**src/rtl/frac_macsu.sv**
```systemverilog
`timescale 1ns/1ps
module frac_macsu #(
  parameter int OPW = 16
) (
  input  logic              clk,
  input  logic              rst_n,
  input  logic              in_valid,
  input  logic              sub_i,
  input  logic [OPW-1:0]    op_a,
  input  logic [OPW-1:0]    op_b,
  input  logic [2*OPW-1:0]  acc_i,
  output logic [2*OPW-1:0]  res_o,
  output logic              ovf_o,
  output logic              out_valid
);
  localparam int AW = 2*OPW;
  localparam int MSB = AW-1;
  localparam logic [AW-1:0] MAXV  = {1'b0, {(AW-1){1'b1}}};
  localparam logic [AW-1:0] MINV  = ~MAXV;
  localparam logic [AW-1:0] OVRAW = {2'b01, {(AW-2){1'b0}}};

  logic signed [AW-1:0] raw;
  logic [AW-1:0] dbl;
  logic [AW-1:0] prod_q;
  logic povf_q, sub_q, v1_q;

  assign raw = $signed(op_a) * $signed(op_b);
  assign dbl = {raw[AW-2:0], 1'b0};

  always_ff @(posedge clk or negedge rst_n) begin
    if (!rst_n) begin
      prod_q <= '0;
      povf_q <= 1'b0;
      sub_q  <= 1'b0;
      v1_q   <= 1'b0;
    end else begin
      prod_q <= sub_i ? ~dbl : dbl;
      povf_q <= (raw == OVRAW);
      sub_q  <= sub_i;
      v1_q   <= in_valid;
    end
  end

  logic [AW-1:0] sat_opnd, sum1, sum2, pick;
  logic ovf1, ovf2, flag;

  assign sat_opnd = sub_q ? MINV : MAXV;
  assign sum1 = acc_i + prod_q   + {{(AW-1){1'b0}}, sub_q};
  assign sum2 = acc_i + sat_opnd + {{(AW-1){1'b0}}, sub_q};
  assign ovf1 = (acc_i[MSB] == prod_q[MSB])   && (sum1[MSB] != acc_i[MSB]);
  assign ovf2 = (acc_i[MSB] == sat_opnd[MSB]) && (sum2[MSB] != acc_i[MSB]);
  assign flag = povf_q | ovf1;

  always_comb begin
    if (!flag)                 pick = sum1;
    else if (povf_q && !ovf2)  pick = sum2;
    else if (!acc_i[MSB])      pick = MAXV;
    else                       pick = MINV;
  end

  always_ff @(posedge clk or negedge rst_n) begin
    if (!rst_n) begin
      res_o     <= '0;
      ovf_o     <= 1'b0;
      out_valid <= 1'b0;
    end else begin
      res_o     <= pick;
      ovf_o     <= v1_q & flag;
      out_valid <= v1_q;
    end
  end


  valid_issue_chk: assert property (@(posedge clk) disable iff (!rst_n)
    in_valid |=> ##1 out_valid);

  valid_gap_chk: assert property (@(posedge clk) disable iff (!rst_n)
    !in_valid |=> ##1 !out_valid);

  prod_ovf_flag_chk: assert property (@(posedge clk) disable iff (!rst_n)
    (v1_q && povf_q) |=> ovf_o);

  add_sat_chk: assert property (@(posedge clk) disable iff (!rst_n)
    (out_valid && ovf_o && !$past(povf_q)) |-> (res_o == MAXV || res_o == MINV));

  sat_dir_chk: assert property (@(posedge clk) disable iff (!rst_n)
    (out_valid && ovf_o && !$past(povf_q)) |-> (res_o[MSB] == $past(acc_i[MSB])));

  flag_valid_chk: assert property (@(posedge clk) disable iff (!rst_n)
    ovf_o |-> out_valid);
endmodule

```
**config.mk**
```make
export PLATFORM = sky130hd
export DESIGN_NAME = frac_macsu
export DESIGN_NICKNAME = d
export VERILOG_FILES = /design/src/rtl/frac_macsu.sv
export SDC_FILE = /design/constraint.sdc
export NUM_CORES = 1
export LEC_CHECK = 0
export CAP_MARGIN = 10
export CORE_ASPECT_RATIO = 0.7
export CORE_MARGIN = 4
export CORE_UTILIZATION = 55
export DETAILED_ROUTE_END_ITERATION = 10
export DONT_BUFFER_PORTS = 1
export PLACE_DENSITY = 0.7
export REMOVE_ABC_BUFFERS = 1
export SYNTH_ARGS = -nofsm -noshare
export SYNTH_HDL_FRONTEND = slang
export SYNTH_SLANG_ARGS = --single-unit
```
**constraint.sdc**
```tcl
create_clock -name clk -period 4.3 [get_ports clk]
set_input_delay 0.645 -clock clk [delete_from_list [all_inputs] [get_ports clk]]
set_output_delay 0.645 -clock clk [all_outputs]
set_load 0.02 [all_outputs]
```
==> results of run 1 <==
per-stage QoR:
step | TNS, ps | utilization [%] | cell area, sq um
after detailed placement | -35880 | 60.41 | 16880
after floorplan | -28050 | - | 15420
final | -25030 | 65.81 | 18390
after CTS | -22830 | 64.30 | 17970
after global placement | -34400 | 60.41 | 16880
after global routing | -27910 | 65.81 | 18390
state kept, by name (all words and copies together), names as in the netlist:
register,flops
out_valid,1
ovf_o,1
povf_q,1
prod_q,32
res_o,32
v1_q,1
worst max path at each step:
stage,to,slack (ps),cells past startpoint
final,povf_q,-1770,20
after global routing,povf_q,-1890,20
after CTS,povf_q,-1700,23
after detailed placement,povf_q,-2400,22
after global placement,povf_q,-2140,22
after floorplan,povf_q,-2120,19
worst reg2reg max path, delay by kind of cell (launching register included):
family                   cells  cell delay (ps)
flip-flops                   1              380
AND/OR/NAND/NOR              2              520
XOR/XNOR                     1              190
AO/OA/AOI/OAI                8             1910
buffers and inverters        1              170
adder cells (fa/ha/maj)      2              630
what timing repair did:
item	in CTS	in global routing
resized for setup	134	81
pin swaps	97	71
setup endpoints to repair	24	24
hold endpoints to repair	68	0
hold buffers	1	0
buffers inserted	27	11
cloned	1	0
synthesized netlist by cell type (6+ instances only):
| cell | n |
|---|---|
| dfrtp_1 | 68 |
| o21bai_1 | 9 |
| nand4_1 | 7 |
| a211oi_1 | 9 |
| ha_1 | 145 |
| o21ai_1 | 7 |
| buf_2 | 9 |
| a31oi_1 | 11 |
| nand2b_1 | 24 |
| inv_1 | 311 |
| nor3_1 | 20 |
| a21o_1 | 29 |
| o21a_1 | 14 |
| nand3_1 | 19 |
| xnor2_1 | 67 |
| or2_2 | 6 |
| nand2_1 | 161 |
| a21oi_1 | 119 |
| and3_1 | 8 |
| o21ai_0 | 37 |
| nor2_1 | 57 |
| xor2_1 | 49 |
| clkbuf_1 | 36 |
| fa_1 | 264 |
| o211ai_1 | 6 |
| and2_1 | 126 |
placed cells by master (no fill, tap or decap), types with 51 or more instances in the layout:
cell,count
inv_1,288
fa_1,254
ha_1,128
xnor2_1,53
and2_1,112
nand2_1,149
dfrtp_1,68
a21oi_1,110
buf_4,120
nor2_1,51
per-layer routing:
| layer | track usage, % | vias up | wire length [um] |
|---|---|---|---|
| met1 | 37.44 | 6457 | 17160 |
| li1 | - | 5750 | - |
| met4 | 6.032 | 0 | 765 |
| met2 | 42.89 | 435 | 19880 |
| met3 | 5.108 | 67 | 3186 |
| met5 | 0 | - | 0 |
cell type report:
class	count	area share, %
clock buffers	12	1.394
clock inverters	4	0.2585
inverters	311	6.381
multi-input cells	1297	73.28
flip-flops and latches	68	9.251
well taps	371	2.524
repair buffers	150	6.870
repair inverters	1	0.04081
logic make-up (layout without fill, tap and decap cells):
group                      after synthesis  in the layout
and+or+nand+nor                        457            457
buffers and inverters                  365            478
adders and majority gates              411            411
xor gates and xnor gates               117            117
DFF                                     68             68
AOI/OAI and AO/OA                      308            308
muxes                                    4              4
==> impl_metrics.json, run 1 <==
{
  "grt_max_degree": 69,
  "timing.final.ws_setup_ps": -1773,
  "seqCellArea_sq_mm": 0.001702,
  "cpMostUsedCell": "fa_1",
  "ys_ff_latch": 68,
  "wire_per_inst_um": 18.51,
  "cts_buffer_depth": 2,
  "syn_area_per_cell_sq_um": 9.059,
  "seq_area_frac_synth_pct": 10.86,
  "drt-initial-drc-count": 754,
  "area_growth_pct": 17.36,
  "die_h_um": 149.2,
  "worstSkewPairLatency_ps": 350,
  "instances_no_fill": 2214,
  "relSlewSlack_pct": 62.06,
  "n_antenna_cell": 0,
  "fin_nets": 2315,
  "htreeDepth": 3,
  "critPathArrivalTime_ps": 6350,
  "hpwl_mm": 31.73,
  "wl_mm": 40.99,
  "fp.dieArea_sq_mm": 0.03130,
  "post-route-period-util_pct": 141.2,
  "crit_family": "adder cells",
  "synth_mux_area_share_pct": 0.2714,
  "hp-class": "in2async",
  "period_needed_ps": 6073,
  "postSynthCellCount": 1730,
  "cts_tree": "built",
  "synth_fa_ha_area_share_pct": 45.43,
  "slowest_delay_ps": 560,
  "timing.rr.end": "res_o[30]",
  "ctsRootBufferMaster": "clkbuf_16",
  "synth-compound-area-share_pct": 13.01,
  "place_worst_setup_slack_ps": -2401,
  "critPathRequiredTime_ps": 4580,
  "synth_area_leaders": "fa_1 (34%), ha_1 (12%), dfrtp_1 (11%)",
  "worstPathMaxFanout": 16,
  "post_route_cells_drive_above_1_share_pct": 18.01,
  "critPathLaunch": "op_b[4]",
  "path_buf_inv": 4,
  "syn_area_sq_mm": 0.01567,
  "gp_congestion": 0.9222,
  "drc": 0,
  "synth_edf_count": 0,
  "path_cells": "and2_4 -> fa_1 -> inv_1 -> fa_1 -> fa_1 -> fa_1 -> inv_1 -> fa_1 -> fa_1 -> ha_4 -> buf_6 -> nand2_4 -> a2111oi_4 -> buf_4 -> o31ai_4 -> o41ai_4 -> a31o_2 -> mux2_1 -> nor4_1 -> and4_1",
  "crit_path_end_kind": "register",
  "grt_pass1_wl_mm": 66.74,
  "synth_top_flop_cell": "dfrtp_1",
  "initial_utilization_pct": 56.07,
  "fill_cells": 2180,
  "io_pins": 102,
  "violations": "negative setup slack",
  "clkSlewWorstSetupHoldPaths_ps": 60,
  "post_synth_num_cell_types": 85,
  "synth_top_family_by_area": "adder cells",
  "grt_pass1_vias": 13175,
  "worstMarginPinSlew_ps": 568.5,
  "finalSetupViolations": 24,
  "cts_buffers": 9,
  "vias_per_cell": 5.740,
  "vias": 12709,
  "reg2reg_depth": 14,
  "path_class": "in2reg",
  "cp-start-kind": "input pin",
  "whs_ps": 181.3,
  "num_rows": 51,
  "dr.pass1.iters": 5,
  "fmaxAchievable_mhz": 164.7,
  "async_flop_share_pct": 100.0,
  "drtAntennaViolNets": 0,
  "overflow": 0,
  "synth_xor_area_share_pct": 6.626,
  "reg2reg_from": "prod_q[0]",
  "status": "finished, violations left",
  "dpl.cell_count": 2177,
  "yosysWarnings": 0,
  "cap_viol_max_count": 0,
  "synth_top_cell_by_area": "fa_1",
  "slowest_stage": "fa_1",
  "rsz0062_at_grt": "yes",
  "final-hold-violation-count": 0,
  "netlist.area_leader.share_pct": 33.72,
  "finClkSkew_ps": 6.947,
  "antenna_found_initial": 1,
  "numClockSinks": 68,
  "reg2reg_slack_ps": 340,
  "portBuffers": 0,
  "core_sq_mm": 0.02795,
  "yosys.area_share.simple_pct": 14.78,
  "die_width_um": 209.8,
  "multiInputGateArea_sq_mm": 0.01348,
  "grt_use_total_pct": 26.48,
  "drv_slew": 0
}
Power of run 1 is left out: the tool's default activity adds up to more than one toggle a clock period on the data nets, which glitch-free logic cannot reach.
==> inputs of run 2 (changes only) <==
--- a/config.mk
+++ b/config.mk
@@ -5,6 +5,7 @@
 export SDC_FILE = /design/constraint.sdc
 export NUM_CORES = 1
 export LEC_CHECK = 0
+export ABC_AREA = 1
 export CAP_MARGIN = 10
 export CORE_ASPECT_RATIO = 0.7
 export CORE_MARGIN = 4
==> run 2 against run 1 <==
Net effect: the flow still finishes with violations (negative setup slack); synthesized cell count grew 24%; hold slack lost 9.1 ps; utilization grew 0.91 points; final cell count grew 19%; die area grew 5.3%; global-route usage grew 2.4 points; clock skew is essentially flat; first-iteration DRC count grew 62%; non-clock buffer count grew 8; critical path depth grew 4; via count grew 11%.
==> impl_metrics.json, run 2 <==
{
  "instances_no_fill": 2627,
  "yosysMostFrequentCell": "nand2_1",
  "status": "finished, violations left",
  "reg2reg_depth": 13,
  "postSynthCellCount": 2149,
  "cp-start-kind": "input pin",
  "violations": "negative setup slack",
  "grt_pass1_vias": 14424,
  "core_sq_mm": 0.02928,
  "io_pins": 102,
  "die_width_um": 215.3,
  "top_regs": "prod_q x32, res_o x32",
  "initial_utilization_pct": 56.50,
  "htreeDepth": 3,
  "cts_buffer_depth": 2,
  "relSlewSlack_pct": 39.57,
  "drtAntennaViolNets": 0,
  "path_class": "in2reg",
  "wire_per_inst_um": 17.98,
  "numClockSinks": 68,
  "area_growth_pct": 18.08,
  "vias_per_cell": 5.351,
  "fin_nets": 2720,
  "clkSlewWorstSetupHoldPaths_ps": 60,
  "syn_area_sq_mm": 0.01654,
  "drc": 0,
  "critPathRequiredTime_ps": 4550,
  "fill_cells": 2378,
  "yosys-top-cells-count": "nand2_1 (560), inv_1 (517), fa_1 (264)",
  "final_common_cell": "nand2_1",
  "timing.final.ws_setup_ps": -1368,
  "seq_area_frac_synth_pct": 10.29,
  "num_rows": 52,
  "cts_tree": "built",
  "grt_use_total_pct": 28.92,
  "synth_top_flop_cell": "dfrtp_1",
  "hp-class": "in2async",
  "grt_pass1_wl_mm": 75.78,
  "portBuffers": 0,
  "dpl.cell_count": 2580,
  "crit_path_end_kind": "register",
  "final-hold-violation-count": 0,
  "worstPathMaxFanout": 3,
  "cts_buffers": 9,
  "gp_congestion": 0.9601,
  "post_route_cells_drive_above_1_share_pct": 19.84,
  "dr.pass1.iters": 7,
  "async_flop_share_pct": 100.0,
  "cap_viol_max_count": 0,
  "antenna_found_initial": 1,
  "grt_max_degree": 69,
  "worstSkewPairLatency_ps": 350,
  "syn_area_per_cell_sq_um": 7.698,
  "yosysWarnings": 0,
  "vias": 14056,
  "drv_slew": 0,
  "die_h_um": 153.1,
  "worstMarginPinSlew_ps": 906.4,
  "synth_top_cell_by_area": "fa_1",
  "fp.dieArea_sq_mm": 0.03296,
  "synth_area_leaders": "fa_1 (32%), nand2_1 (13%), inv_1 (12%)",
  "finClkSkew_ps": 7.197,
  "finalSetupViolations": 23,
  "netlist.area_leader.share_pct": 31.95,
  "rsz0062_at_grt": "yes",
  "overflow": 0,
  "ys_ff_latch": 68,
  "wl_mm": 47.22,
  "post-route-period-util_pct": 131.8,
  "post_synth_num_cell_types": 57,
  "synth_edf_count": 0,
  "hpwl_mm": 37.95,
  "ctsRootBufferMaster": "clkbuf_16",
  "final_cell_mix": "nand2_1 (494), inv_1 (474), fa_1 (258), buf_4 (122), ha_1 (116)",
  "fmaxAchievable_mhz": 176.4,
  "drt-initial-drc-count": 1224,
  "critPathArrivalTime_ps": 5910,
  "period_needed_ps": 5668
}
## run 2: cell types whose count changed after synthesis, sizes merged, moves of 17 or more
cell    change
nand2     +409
nand2b     -24
xor2       +23
a21oi      -29
o21ai      +26
nand3      +27
and2      -124
a21o       -17
xnor2      -28
nor2       +32
clkbuf     +26
inv       +208
## run 2: worst paths after layout
| kind | startpoint | end | slack, ps |
|---|---|---|---|
| min in group clk | in_valid | v1_q | 330 |
| max in group asynchronous | rst_n | prod_q[28] | 3830 |
| worst min-delay path | rst_n | res_o[3] | 170 |
| worst max-delay path | op_b[15] | prod_q[28] | -1370 |
| worst min register to register | v1_q | out_valid | 380 |
| worst max register to register | prod_q[0] | res_o[17] | 300 |
## run 2: stage by stage
step	util, %	TNS [ps]	hold slack (ps)	setup WS [ps]	instance area [sq um]
after floorplan	-	-20920	349.4	-1454	16180
after global placement	60.18	-32180	350.9	-1926	17620
after detailed placement	60.18	-33020	350.9	-2029	17620
after CTS	65.09	-19380	181.1	-1206	19060
after global routing	66.72	-24000	199.4	-1493	19540
final	66.72	-21080	172.1	-1368	19540
## run 2: cell type report
| class | instances | area [sq um] | area share [%] |
|---|---|---|---|
| Antenna cell | 1 | 2.502 | 0.01281 |
| Clock buffer | 12 | 256.5 | 1.313 |
| Clock inverter | 4 | 47.55 | 0.2434 |
| Inverter | 521 | 1974 | 10.11 |
| Multi-Input combinational cell | 1485 | 13700 | 70.11 |
| Sequential cell | 68 | 1702 | 8.711 |
| Tap cell | 378 | 473.0 | 2.421 |
| Timing Repair Buffer | 158 | 1384 | 7.084 |
## run 2: routing by layer
| layer | up-vias | track usage (%) | part of all wire (%) |
|---|---|---|---|
| li1 | 6590 | - | - |
| met1 | 6850 | 43.37 | 45 |
| met2 | 570 | 41.47 | 42 |
| met3 | 46 | 10.12 | 12 |
| met4 | 0 | 4.200 | 1.1 |
| met5 | - | 0 | 0 |
## run 2: cell families (layout without fill, tap and decap cells)
kind of cell / count (synthesis) / in the layout / share of synthesized area, %
flip-flops: 68 / 68 / 10.29
XOR/XNOR: 111 / 111 / 5.877
other: 0 / 1 / 0
AND/OR/NAND/NOR: 746 / 746 / 18.36
adder cells (fa/ha/maj): 409 / 409 / 42.91
AO/OA/AOI/OAI: 219 / 219 / 8.562
buffers and inverters: 596 / 695 / 14.01
## run 2: worst max-delay path, stage by stage
cell        delay [ps]
clkinvlp_4          80
buf_12             140
or2_4              220
fa_1               450
fa_1               490
inv_1               50
fa_1               510
fa_2               440
fa_1               500
inv_1               50
fa_1               490
inv_2               40
ha_4               230
buf_6              120
nand2_4             80
nor2_4              40
a21oi_2            170
nand2_4             80
a21oi_4            240
o21ai_4            140
buf_12             160
xnor2_4            220
buf_6              140
xor2_2             170
## run 2: repair_timing
| item | 4_1_cts | 5_1_grt |
|---|---|---|
| buffers inserted | 26 | 12 |
| hold buffers | 1 | 0 |
| pin swaps | 75 | 71 |
| gates resized for setup | 222 | 104 |
| cloned | 1 | 0 |
| endpoints found under the setup margin | 24 | 24 |
| endpoints found under the hold margin | 68 | 0 |
Power of run 2 is left out for the same reason.
